[src/rtl/cmpflag_pkg.sv]
package cmpflag_pkg;

  typedef enum logic [1:0] {
    KIND_INT_NARROW = 2'd0,
    KIND_INT_WIDE   = 2'd1,
    KIND_FP_NARROW  = 2'd2,
    KIND_FP_WIDE    = 2'd3
  } cmpKind_t;

  // Strobes from control to datapath.
  typedef struct packed {
    logic     load;
    cmpKind_t kind;
  } cmpCtrl_t;

  localparam int SUBOP_W       = 3;
  localparam logic [SUBOP_W-1:0] SUBOP_NARROW = 3'd4;
  localparam logic [SUBOP_W-1:0] SUBOP_WIDE   = 3'd5;
  localparam int NZCV_W        = 4;

endpackage

[src/rtl/cmpflag_ctrl.sv]
module cmpflag_ctrl
  import cmpflag_pkg::*;
(
  input  logic               clk,
  input  logic               rst,
  input  logic               reqStrobe,
  input  logic               isIntGroup,
  input  logic [SUBOP_W-1:0] subOp,
  output cmpCtrl_t           ctrl,
  output logic               resValid
);

  logic isNarrow;
  logic isWide;
  logic accept;
  logic validQ;

  assign isNarrow = (subOp == SUBOP_NARROW);
  assign isWide   = (subOp == SUBOP_WIDE);
  assign accept   = reqStrobe && (isNarrow || isWide);

  always_comb begin
    ctrl.load = accept;
    unique case ({isIntGroup, isWide})
      2'b10:   ctrl.kind = KIND_INT_NARROW;
      2'b11:   ctrl.kind = KIND_INT_WIDE;
      2'b00:   ctrl.kind = KIND_FP_NARROW;
      default: ctrl.kind = KIND_FP_WIDE;
    endcase
  end

  always_ff @(posedge clk) begin
    if (rst) validQ <= 1'b0;
    else     validQ <= accept;
  end

  assign resValid = validQ;

endmodule

[src/rtl/cmpflag_icmp.sv]
// Integer subtract-compare at width W, producing N, Z, C, V.
module cmpflag_icmp #(
  parameter int W = 32
) (
  input  logic [W-1:0] opA,
  input  logic [W-1:0] opB,
  output logic         flagN,
  output logic         flagZ,
  output logic         flagC,
  output logic         flagV
);

  logic [W:0]   extSum;
  logic [W-1:0] diff;

  // a - b as a + ~b + 1; bit W is the no-borrow carry.
  assign extSum = {1'b0, opA} + {1'b0, ~opB} + {{W{1'b0}}, 1'b1};
  assign diff   = extSum[W-1:0];

  assign flagN = diff[W-1];
  assign flagZ = (diff == '0);
  assign flagC = extSum[W];
  assign flagV = (opA[W-1] ^ opB[W-1]) & (diff[W-1] ^ opA[W-1]);

endmodule

[src/rtl/cmpflag_fcmp.sv]
// Ordered IEEE-style compare at width W (sign bit at top); NaN not special.
module cmpflag_fcmp #(
  parameter int W = 32
) (
  input  logic [W-1:0] opA,
  input  logic [W-1:0] opB,
  output logic         isLess,
  output logic         isEqual,
  output logic         isGreater
);

  logic [W-1:0] keyA;
  logic [W-1:0] keyB;
  logic         bothZero;

  // Map sign-magnitude to an unsigned ordering key.
  assign keyA = opA[W-1] ? ~opA : {1'b1, opA[W-2:0]};
  assign keyB = opB[W-1] ? ~opB : {1'b1, opB[W-2:0]};

  assign bothZero  = (opA[W-2:0] == '0) && (opB[W-2:0] == '0);
  assign isEqual   = bothZero || (opA == opB);
  assign isLess    = !isEqual && (keyA < keyB);
  assign isGreater = !isEqual && !isLess;

endmodule

[src/rtl/cmpflag_datapath.sv]
module cmpflag_datapath
  import cmpflag_pkg::*;
#(
  parameter int REG_W  = 64,
  parameter int WORD_W = 32
) (
  input  logic              clk,
  input  logic              rst,
  input  cmpCtrl_t          ctrl,
  input  logic [REG_W-1:0]  opA,
  input  logic [REG_W-1:0]  opB,
  output logic [WORD_W-1:0] flagWord
);

  localparam int HALF_W = REG_W / 2;
  localparam int PAD_W  = WORD_W - NZCV_W;

  // Per-kind flag nibbles, {N,Z,C,V}.
  logic [NZCV_W-1:0] kindFlags [4];
  logic [NZCV_W-1:0] selFlags;
  logic [WORD_W-1:0] wordQ;

  genvar gi;
  generate
    for (gi = 0; gi < 2; gi++) begin : g_int
      localparam int IW = (gi == 0) ? HALF_W : REG_W;
      logic n, z, c, v;
      cmpflag_icmp #(.W(IW)) u_icmp (
        .opA   (opA[IW-1:0]),
        .opB   (opB[IW-1:0]),
        .flagN (n),
        .flagZ (z),
        .flagC (c),
        .flagV (v)
      );
      assign kindFlags[gi] = {n, z, c, v};
    end

    for (gi = 0; gi < 2; gi++) begin : g_fp
      localparam int FW = (gi == 0) ? HALF_W : REG_W;
      logic lt, eq, gt;
      cmpflag_fcmp #(.W(FW)) u_fcmp (
        .opA       (opA[REG_W-1 -: FW]),
        .opB       (opB[REG_W-1 -: FW]),
        .isLess    (lt),
        .isEqual   (eq),
        .isGreater (gt)
      );
      assign kindFlags[2 + gi] = {lt, eq, gt, 1'b0};
    end
  endgenerate

  assign selFlags = kindFlags[ctrl.kind];

  always_ff @(posedge clk) begin
    if (rst)            wordQ <= '0;
    else if (ctrl.load) wordQ <= {selFlags, {PAD_W{1'b0}}};
  end

  assign flagWord = wordQ;

endmodule

[src/rtl/cmpflag_unit.sv]
module cmpflag_unit
  import cmpflag_pkg::*;
#(
  parameter int IDX_W  = 4,
  parameter int REG_W  = 64,
  parameter int WORD_W = 32
) (
  input  logic               clk,
  input  logic               rst,
  input  logic               reqStrobe,
  input  logic               isIntGroup,
  input  logic [SUBOP_W-1:0] subOp,
  input  logic [IDX_W-1:0]   idxA,
  input  logic [IDX_W-1:0]   idxB,
  output logic [IDX_W-1:0]   rdIdxA,
  output logic [IDX_W-1:0]   rdIdxB,
  input  logic [REG_W-1:0]   rdDataA,
  input  logic [REG_W-1:0]   rdDataB,
  output logic [WORD_W-1:0]  flagWord,
  output logic               resValid
);

  cmpCtrl_t ctrl;

  assign rdIdxA = idxA;
  assign rdIdxB = idxB;

  cmpflag_ctrl u_ctrl (
    .clk        (clk),
    .rst        (rst),
    .reqStrobe  (reqStrobe),
    .isIntGroup (isIntGroup),
    .subOp      (subOp),
    .ctrl       (ctrl),
    .resValid   (resValid)
  );

  cmpflag_datapath #(.REG_W(REG_W), .WORD_W(WORD_W)) u_dp (
    .clk      (clk),
    .rst      (rst),
    .ctrl     (ctrl),
    .opA      (rdDataA),
    .opB      (rdDataB),
    .flagWord (flagWord)
  );

endmodule

[config.mk]
export PLATFORM = sky130hd
export DESIGN_NAME = cmpflag_unit
export DESIGN_NICKNAME = d
export VERILOG_FILES = /design/src/rtl/cmpflag_pkg.sv /design/src/rtl/cmpflag_ctrl.sv /design/src/rtl/cmpflag_icmp.sv /design/src/rtl/cmpflag_fcmp.sv /design/src/rtl/cmpflag_datapath.sv /design/src/rtl/cmpflag_unit.sv
export SDC_FILE = /design/constraint.sdc
export NUM_CORES = 1
export LEC_CHECK = 0
export BUFFER_PORTS_ARGS = -buffer_cell sky130_fd_sc_hd__buf_2
export CAP_MARGIN = 0
export CELL_PAD_IN_SITES_DETAIL_PLACEMENT = 0
export CELL_PAD_IN_SITES_GLOBAL_PLACEMENT = 1
export CORE_ASPECT_RATIO = 1.1
export CORE_MARGIN = 2
export CORE_UTILIZATION = 40
export CTS_CLUSTER_SIZE = 25
export DETAILED_ROUTE_END_ITERATION = 6
export PLACE_DENSITY = 0.88
export SYNTH_ARGS = -nofsm -noshare
export SYNTH_HDL_FRONTEND = slang
export SYNTH_HIERARCHICAL = 1
export SYNTH_SLANG_ARGS = --single-unit
[constraint.sdc]
create_clock -name clk -period 4.6 [get_ports clk]
set_clock_uncertainty 0.15 [all_clocks]
set_input_delay 0.46 -clock clk [delete_from_list [all_inputs] [get_ports clk]]
set_output_delay 0.46 -clock clk [all_outputs]
set_load 0.02 [all_outputs]
==> impl_metrics.ini, run 1 <==
[outcome]
outcome = complete, no violations

[synthesis]
synthArstFlopShare_pct = 0
ys_seq_elements = 5
synthTopCellsByArea = ha_1, xnor2_1, xor2_1
synth_edf_count = 0
syn_area_mm2 = 0.0131
postSynthCellCount = 1844
synth.most_common_cell = ha_1
synth_seq_area_share_pct = 0.763
ys.flop_type = dfxtp_1
yosys.area.top_type = ha_1
syn_area_per_cell_um2 = 7.12
yosysWarnings = 6
netlist.area_leader.share_pct = 18.1
synthTopCellsByCount = ha_1, xnor2_1, a21oi_1, xor2_1, inv_1
ys_types = 108

[route]
postRouteAntennaNets = 0
post_drt_wl_per_cell_um = 22.8
drt_iter0_drc = 1640
drtPass1Iterations = 6
vias = 16300
drc_errors = 0
finalWirelength_mm = 61.0
vias_per_cell = 6.07

[cells_and_area]
fin_area_mm2 = 0.0166
drive_above_1_share_pct = 25.9
area_growth_pct = 26.5
final_net_count = 2585
utilization_pct = 51.4

[placement]
portBuffers = 139
place_ws_ps = -235
placed_cell_area_mm2 = 0.0163
place_hpwl_mm = 52.3
gp_congestion = 1.03

[power]
power_density_mw_per_mm2 = 158
ir_worst_vdd_v = 0.0000910
p_int_uw = 1190
clockPowerShare_pct = 5.6
p_sw_share_pct = 54.6
leakagePower_uw = 0.00768
comb_power_share_pct = 92.7
switching_power_uw = 1430
power_uw = 2630
power_frac_seq_pct = 1.7

[die]
start_util_pct = 40.6
die_area_mm2 = 0.0343
core_area_mm2 = 0.0323
die_w_um = 177
ioPinCount = 184
dieHeight_um = 194
rows = 69

[clocking]
root_buffer = clkbuf_16
clkTransAtPathRegs_ps = 40
cts_made_buffers = 3
cts_tree = built
cts.path.max_buffers = 2
clock_latency_ps = 230
cts.sinks = 5
cts-htree-levels = 1

[worst_setup_path]
r2r-end = u_dp/flagWord[28]
rrSetupSlack_ps = 3740
crit_fanout = 7
endpoint_kind = flop
path_class = in2reg
crit_buf_inv = 2
r2r_start = u_dp/flagWord[28]
slowest_stage = or4_4
crit_path_start_kind = input port
ff2ff_path_depth = 3
crit_arrival_ps = 4440
worstPathRequired_ps = 4620
cp_top_family = simple AND/OR/NAND/NOR gates
path_cells = buf_2 -> inv_1 -> ha_1 -> a21oi_2 -> o21ai_1 -> a211oi_1 -> nand4_2 -> a21oi_2 -> xnor2_1 -> a2111o_1 -> or4_4 -> or4_4 -> nand4bb_1 -> nor4_2 -> mux4_2 -> mux2i_1 -> nor2_1
critical-path-max-stage-delay_ps = 510

[grt]
grt_first_pass_wirelength_mm = 90.6
grt_max_degree = 44
grt_use_total_pct = 34.0
antenna_found_initial = 4
overflow = 0
first_global_vias = 15800

[sta]
worst_pin_slew_ps = 893
period_needed_ps = 4420
fin_crit_sh_pct = 96.2
slew_violations = 0
timing.fmax_mhz = 226
tns_ps = 0
final-setup-viol-count = 0
rsz0062_at_grt = false
slew_headroom_pct = 39.9
hold_viol = 0
layout_setup_ws_ps = 177

[min_path]
min_path_cells = 2
min_to = u_dp/flagWord[30]
min_from = rst
hp-class = in2reg

[flow_run]
cap_violations = 0
[cell usage in the layout (no fill, tap or decap), drive strengths merged, types with 8 or more instances in the layout]
cell,n
a21boi,8
nor3,37
nand4,83
conb,28
o211ai,16
a211oi,14
o21bai,10
a21oi,165
xnor2,174
o31ai,8
or3,8
a2111oi,12
o2111ai,13
nor2,109
nor4,70
nor2b,11
a21o,45
mux2i,17
nand2b,14
nand3,26
o21a,21
and3,13
inv,140
nand2,134
nor3b,8
o21ai,109
xor2,144
ha,190
buf,483
a31oi,19
[worst reg2reg max path, cell delays in order, from the launching register on]
cell	delay, ps
dfxtp_1	300
nor2b_1	120
a31oi_1	130
nor2_1	50
[per-layer routing]
layer | share of wire (%) | GRT usage, %
met1 | 39 | 42.0
met2 | 44 | 55.0
met3 | 9.1 | 5.12
met4 | 7.5 | 20.8
met5 | 0 | 0
[cell type report]
type	instances	area (um2)
flip-flops and latches	5	100
multi-input cells	1617	12000
well taps	426	533
inverters	140	526
clock buffers	4	78.8
repair buffers	483	3310
fillers	3282	15700
diodes	4	10.0
[metrics by stage]
stage               hold slack [ps]  instances
floorplan                       382       1871
global placement                327       2667
detailed placement              354       2667
CTS                             318       2671
global route                    339       2677
finish                          330       2679
[worst max path at each step]
stage                            from                end  slack, ps  cells after the start
after global placement     rdDataA[0]  u_dp/flagWord[30]       -200                     18
after global routing      rdDataB[12]  u_dp/flagWord[30]          3                     19
after CTS                  rdDataA[0]  u_dp/flagWord[30]         10                     18
after floorplan            rdDataA[0]  u_dp/flagWord[30]        270                     17
final                     rdDataB[10]  u_dp/flagWord[30]        180                     17
after detailed placement   rdDataA[0]  u_dp/flagWord[30]       -230                     18
[sequential cells by signal (all words and copies together) (netlist names)]
name and flops:
u_dp/flagWord 4, u_ctrl/resValid 1
[repair_timing]
action,CTS,global route
gates resized for setup,0,39
setup buffers,0,4
hold buffers,0,0
setup endpoints to repair,0,1
[kinds of logic after synthesis]
group | count (synthesis) | synth area share, %
AND/OR/NAND/NOR | 549 | 22.0
AO/OA/AOI/OAI | 506 | 26.0
XOR/XNOR | 318 | 21.3
buffers and inverters | 249 | 9.33
adder cells (fa/ha/maj) | 192 | 18.4
multiplexers | 24 | 2.24
flip-flops | 5 | 0.763
other | 1 | 0.0286
[power groups by stage]
stage,sequential [uW],combinational [uW],clock [uW]
after detailed placement,46.2,2330,0
final,45.6,2430,147
after CTS,45.6,2350,148
after global placement,46.1,2290,0
after global routing,45.7,2620,152
after floorplan,47.7,1400,0
Power figures use the tool's default switching activity.
==> run 2: changes to the inputs <==
--- a/config.mk
+++ b/config.mk
@@ -11,11 +11,10 @@
 export CELL_PAD_IN_SITES_GLOBAL_PLACEMENT = 1
 export CORE_ASPECT_RATIO = 1.1
 export CORE_MARGIN = 2
-export CORE_UTILIZATION = 40
+export CORE_UTILIZATION = 37
 export CTS_CLUSTER_SIZE = 25
 export DETAILED_ROUTE_END_ITERATION = 6
 export PLACE_DENSITY = 0.88
 export SYNTH_ARGS = -nofsm -noshare
 export SYNTH_HDL_FRONTEND = slang
-export SYNTH_HIERARCHICAL = 1
 export SYNTH_SLANG_ARGS = --single-unit
==> impl_metrics.ini, run 2 <==
[worst_setup_path]
slowest_stage = o211ai_1
worstPathRequired_ps = 4590
crit_fanout = 12
endpoint_kind = flop
path_common_cell = a211oi_1
critical-path-max-stage-delay_ps = 590
crit_path_start_kind = input port
path_class = in2reg
crit_arrival_ps = 4340
path_cells = buf_2 -> inv_1 -> ha_1 -> nand4_1 -> a211oi_1 -> a211oi_1 -> o211ai_1 -> a21oi_1 -> xnor2_1 -> o2111ai_1 -> or3_2 -> nor4_1 -> a41oi_1 -> o41ai_2
cp_top_family = compound AO/OA/AOI/OAI gates
crit_buf_inv = 2

[synthesis]
ys_types = 83
ys_seq_elements = 5
ys.flop_type = dfxtp_1
synth_edf_count = 0
syn_area_mm2 = 0.00822
synth_top_family_by_area = compound AO/OA/AOI/OAI gates
synthArstFlopShare_pct = 0
synth.area.mux_share_pct = 1.04
synthTopCellsByArea = ha_1, xor2_1, xnor2_1
yosys.area.top_type = ha_1
synth-simple-area-share_pct = 23.5
synth_compound_gate_area_share_pct = 28.2
synthAdderAreaFrac_pct = 19.5
postSynthCellCount = 1198
netlist.area_leader.share_pct = 19.5
synthTopCellsByCount = ha_1, a21oi_1, nand2_1, inv_1, xor2_1
yosysWarnings = 0
synthXorXnorAreaFrac_pct = 17.1
synth.most_common_cell = ha_1
syn_area_per_cell_um2 = 6.86
synth_seq_area_share_pct = 1.22

[sta]
slew_headroom_pct = 53.5
whs_ps = 311
tns_ps = 0
slew_violations = 0
worst_pin_slew_ps = 695
fin_crit_sh_pct = 94.5
period_needed_ps = 4350
final-setup-viol-count = 0
timing.fmax_mhz = 230
rsz0062_at_grt = false
layout_setup_ws_ps = 251
hold_viol = 0

[placement]
gp_congestion = 1.07
dpl.cell_count = 1609
placed_cell_area_mm2 = 0.00913
place_hpwl_mm = 28.1
place_ws_ps = 71.8
portBuffers = 139

[die]
core_area_mm2 = 0.0220
die_w_um = 146
rows = 57
die_area_mm2 = 0.0234
dieHeight_um = 160
start_util_pct = 37.4
ioPinCount = 184

[clocking]
holdBufCountCts = 0
cts_resized = 0
cts.sinks = 5
clkTransAtPathRegs_ps = 40
cts_tree = built
cts_setup_buffers = 0
root_buffer = clkbuf_16
cts.path.max_buffers = 2
clock_latency_ps = 240
cts-htree-levels = 1
cts_made_buffers = 3

[grt]
grt_use_total_pct = 26.9
first_global_vias = 9558
grt_max_degree = 31
grt_first_pass_wirelength_mm = 51.3
overflow = 0
antenna_found_initial = 0

[power]
leakagePower_uw = 0.00425
switching_power_uw = 842
power_frac_seq_pct = 3.0
clockPowerShare_pct = 10.1
ir_worst_vdd_v = 0.0000806
p_sw_share_pct = 56.0
power_density_mw_per_mm2 = 163
comb_power_share_pct = 86.8
p_int_uw = 663

[cells_and_area]
antenna_cells = 0
final_cells = 1613
final-seq-area_um2 = 100
most-common-layout-cells = buf_2, ha_1, a21oi_1
layout_commonest_cell = buf_2
multi_input_area_mm2 = 0.00744
final_net_count = 1590
drive_above_1_share_pct = 14.6
fin_area_mm2 = 0.00921
num-fill-cells = 2442
largest_register_ffs = 4
area_growth_pct = 12.1

[route]
vias_per_cell = 6.05
drc_errors = 0
drt_iter0_drc = 784
finalWirelength_mm = 32.7
vias = 9754
drtPass1Iterations = 5
post_drt_wl_per_cell_um = 20.3
postRouteAntennaNets = 0

[outcome]
outcome = complete, no violations

[flow_run]
cap_violations = 0

[min_path]
hp-class = reg2reg
[run 2: changes by cell type after synthesis, sizes merged, moves of 31 or more]
cell	previous run	this run
xnor2	174	78
ha	190	128
xor2	144	82
inv	139	82
a21oi	165	123
nor2	109	72
buf	93	60
nand4	83	52
[run 2: path summary, 6_finish.rpt]
| path | cells past startpoint | slack, ps | startpoint | endpoint |
|---|---|---|---|---|
| worst max-delay path | 14 | 250 | rdDataB[9] | u_dp.flagWord[30] |
| worst min-delay path | 2 | 310 | u_dp.flagWord[28] | u_dp.flagWord[28] |
| worst max register to register | 8 | 1960 | u_dp.flagWord[30] | u_dp.flagWord[30] |
| worst min register to register | 2 | 310 | u_dp.flagWord[28] | u_dp.flagWord[28] |
[run 2: logic make-up (layout without fill, tap and decap cells)]
group | Yosys count | in the layout
buffers and inverters | 161 | 254
adder cells (fa/ha/maj) | 128 | 128
multiplexers | 8 | 8
AO/OA/AOI/OAI | 360 | 360
flip-flops | 5 | 5
AND/OR/NAND/NOR | 375 | 375
other | 1 | 28
XOR/XNOR | 160 | 160
[run 2: worst min-delay path, cell delays in order, from the launching register on]
cell and delay [ps]:
dfxtp_1 300, nand2_1 50, a21oi_1 60
[run 2: metrics by stage]
stage	utilization, %	power [uW]
after floorplan	-	932
after global placement	41.6	1320
after detailed placement	41.6	1320
after CTS	41.9	1480
after global routing	41.9	1640
final	41.9	1510
[run 2: power groups by stage]
stage                     combinational [uW]  sequential [uW]  clock (uW)
final                                   1310             45.8         153
after global routing                    1440             45.8         155
after CTS                               1280             45.8         151
after detailed placement                1280             46.4           0
after global placement                  1270             46.3           0
after floorplan                          884             47.9           0
[run 2: metal layers]
metal	routed length, um	global-route usage, %	part of all wire [%]
met5	0	0	0
met4	2050	14.3	6.3
met3	2100	3.03	6.4
met2	15500	48.1	47
met1	13000	31.3	40
[run 2: area by class of cell]
cell class                 instances  share of cell area (%)
sequential                         5                    1.09
timing repair buffer             168                    9.97
multi-input combinational       1059                    80.7
inverter                          82                    3.34
clock buffer                       4                   0.856
tap                              295                    4.01
==> run 3: changes to the inputs <==
--- a/config.mk
+++ b/config.mk
@@ -5,7 +5,7 @@
 export SDC_FILE = /design/constraint.sdc
 export NUM_CORES = 1
 export LEC_CHECK = 0
-export BUFFER_PORTS_ARGS = -buffer_cell sky130_fd_sc_hd__buf_2
+export BUFFER_PORTS_ARGS = -buffer_cell sky130_fd_sc_hd__clkbuf_2
 export CAP_MARGIN = 0
 export CELL_PAD_IN_SITES_DETAIL_PLACEMENT = 0
 export CELL_PAD_IN_SITES_GLOBAL_PLACEMENT = 1
==> impl_metrics.ini, run 3 (synthesis gave the netlist of run 2 again) <==
[sta]
worst_pin_slew_ps = 695
fin_crit_sh_pct = 90.6
tns_ps = 0
slew_headroom_pct = 53.1
layout_setup_ws_ps = 431
rsz0062_at_grt = false
final-setup-viol-count = 0
slew_violations = 0
hold_viol = 0
timing.fmax_mhz = 240
period_needed_ps = 4170

[cells_and_area]
antenna_cells = 0
most-common-layout-cells = clkbuf_2, ha_1, a21oi_1
drive_above_1_share_pct = 15.6
final_net_count = 1606
area_growth_pct = 13.7
final_cells = 1629
num-fill-cells = 2450
layout_commonest_cell = clkbuf_2
utilization_pct = 42.5
largest_register_ffs = 4

[worst_setup_path]
crit_path_start = rdDataB[15]
slowest_stage = or3_2
crit_path_start_kind = input port
critical-path-max-stage-delay_ps = 460
worstPathRequired_ps = 4590
cp_num_cells = 15
cp_top_family = compound AO/OA/AOI/OAI gates
cp-endpoint = u_dp.flagWord[30]
crit_buf_inv = 2
path_class = in2reg
crit_fanout = 8
crit_arrival_ps = 4160
endpoint_kind = flop
r2r_start = u_dp.flagWord[30]
path_cells = clkbuf_2 -> inv_1 -> ha_1 -> a21oi_1 -> o21ai_1 -> or2_1 -> a211oi_1 -> o211ai_1 -> a21oi_1 -> o21ai_1 -> xor2_1 -> or3_2 -> nor4_1 -> a41oi_1 -> o41ai_2
r2r-end = u_dp.flagWord[30]
rrSetupSlack_ps = 2030
ff2ff_path_depth = 8

[placement]
dpl.cell_count = 1625
gp_congestion = 1.02
place_hpwl_mm = 29.3
place_ws_ps = 199
portBuffers = 139

[clocking]
clock_latency_ps = 240
cts.sinks = 5
root_buffer = clkbuf_16
cts_tree = built
holdBufCountCts = 0
cts_made_buffers = 3
cts.path.max_buffers = 2
cts-htree-levels = 1
cts_resized = 0
cts_setup_buffers = 0
clkTransAtPathRegs_ps = 40

[route]
postRouteAntennaNets = 0
drt_iter0_drc = 694
vias = 9765
vias_per_cell = 5.99
post_drt_wl_per_cell_um = 20.9
drtPass1Iterations = 5
finalWirelength_mm = 34.0
drc_errors = 0

[die]
start_util_pct = 37.4
die_area_mm2 = 0.0234
core_area_mm2 = 0.0220
die_w_um = 146
dieHeight_um = 160
ioPinCount = 184
rows = 57

[grt]
grt_use_total_pct = 27.7
grt_max_degree = 33
grt_first_pass_wirelength_mm = 52.4
first_global_vias = 9888
antenna_found_initial = 0
overflow = 0

[flow_run]
cap_violations = 0

[outcome]
outcome = complete, no violations

[min_path]
hp-class = reg2reg

[power]
ir_worst_vdd_v = 0.000134
leakagePower_uw = 0.00435
power_density_mw_per_mm2 = 164
run 3: cell count changes in the layout (fill, tap and decap cells not counted):
cell / delta
clkbuf_2: +137
buf_4: +15
buf_2: -137
buf_12: +1
run 3: tightest hold or removal path: stages (launching register included):
cell	delay, ps
dfxtp_1	300
nand2_1	50
a21oi_1	50
run 3: routing by layer:
metal | vias to the layer above | wire length, um | global-route usage, %
met1 | 4554 | 13200 | 31.1
met5 | - | 0 | 0
met2 | 463 | 16800 | 51.2
li1 | 4620 | - | -
met3 | 128 | 1930 | 2.40
met4 | 0 | 2010 | 15.5
run 3: worst min-delay path by stage:
stage,from,endpoint,slack [ps],depth (start not counted)
2_1_floorplan,u_dp.flagWord[28],u_dp.flagWord[28],380,2
3_3_place_gp,u_dp.flagWord[28],u_dp.flagWord[28],300,2
3_5_place_dp,u_dp.flagWord[28],u_dp.flagWord[28],300,2
4_1_cts,u_dp.flagWord[28],u_dp.flagWord[28],310,2
5_1_grt,u_dp.flagWord[28],u_dp.flagWord[28],350,2
6_report,u_dp.flagWord[28],u_dp.flagWord[28],310,2
run 3: per-stage QoR:
| step | instance area, um2 | hold slack (ps) | power, uW |
|---|---|---|---|
| detailed placement | 9270 | 303 | 1350 |
| global route | 9340 | 346 | 1660 |
| global placement | 9270 | 302 | 1350 |
| floorplan | 8320 | 378 | 932 |
| finish | 9340 | 308 | 1540 |
| CTS | 9340 | 309 | 1510 |
run 3: area by class of cell:
cell class                 instances  area, um2  share of cell area [%]
clock buffer                       4       78.8                   0.844
inverter                          82        308                    3.29
multi-input combinational       1059       7440                    79.6
sequential                         5        100                    1.07
tap                              295        369                    3.95
timing repair buffer             184       1050                    11.2
run 3: power by group:
part / switching, uW / leakage [uW] / internal, uW
combinational: 816 / 0.00427 / 520
sequential: 0.945 / 0.0000406 / 45.0
clock: 36.9 / 0.0000382 / 116
total: 854 / 0.00435 / 681
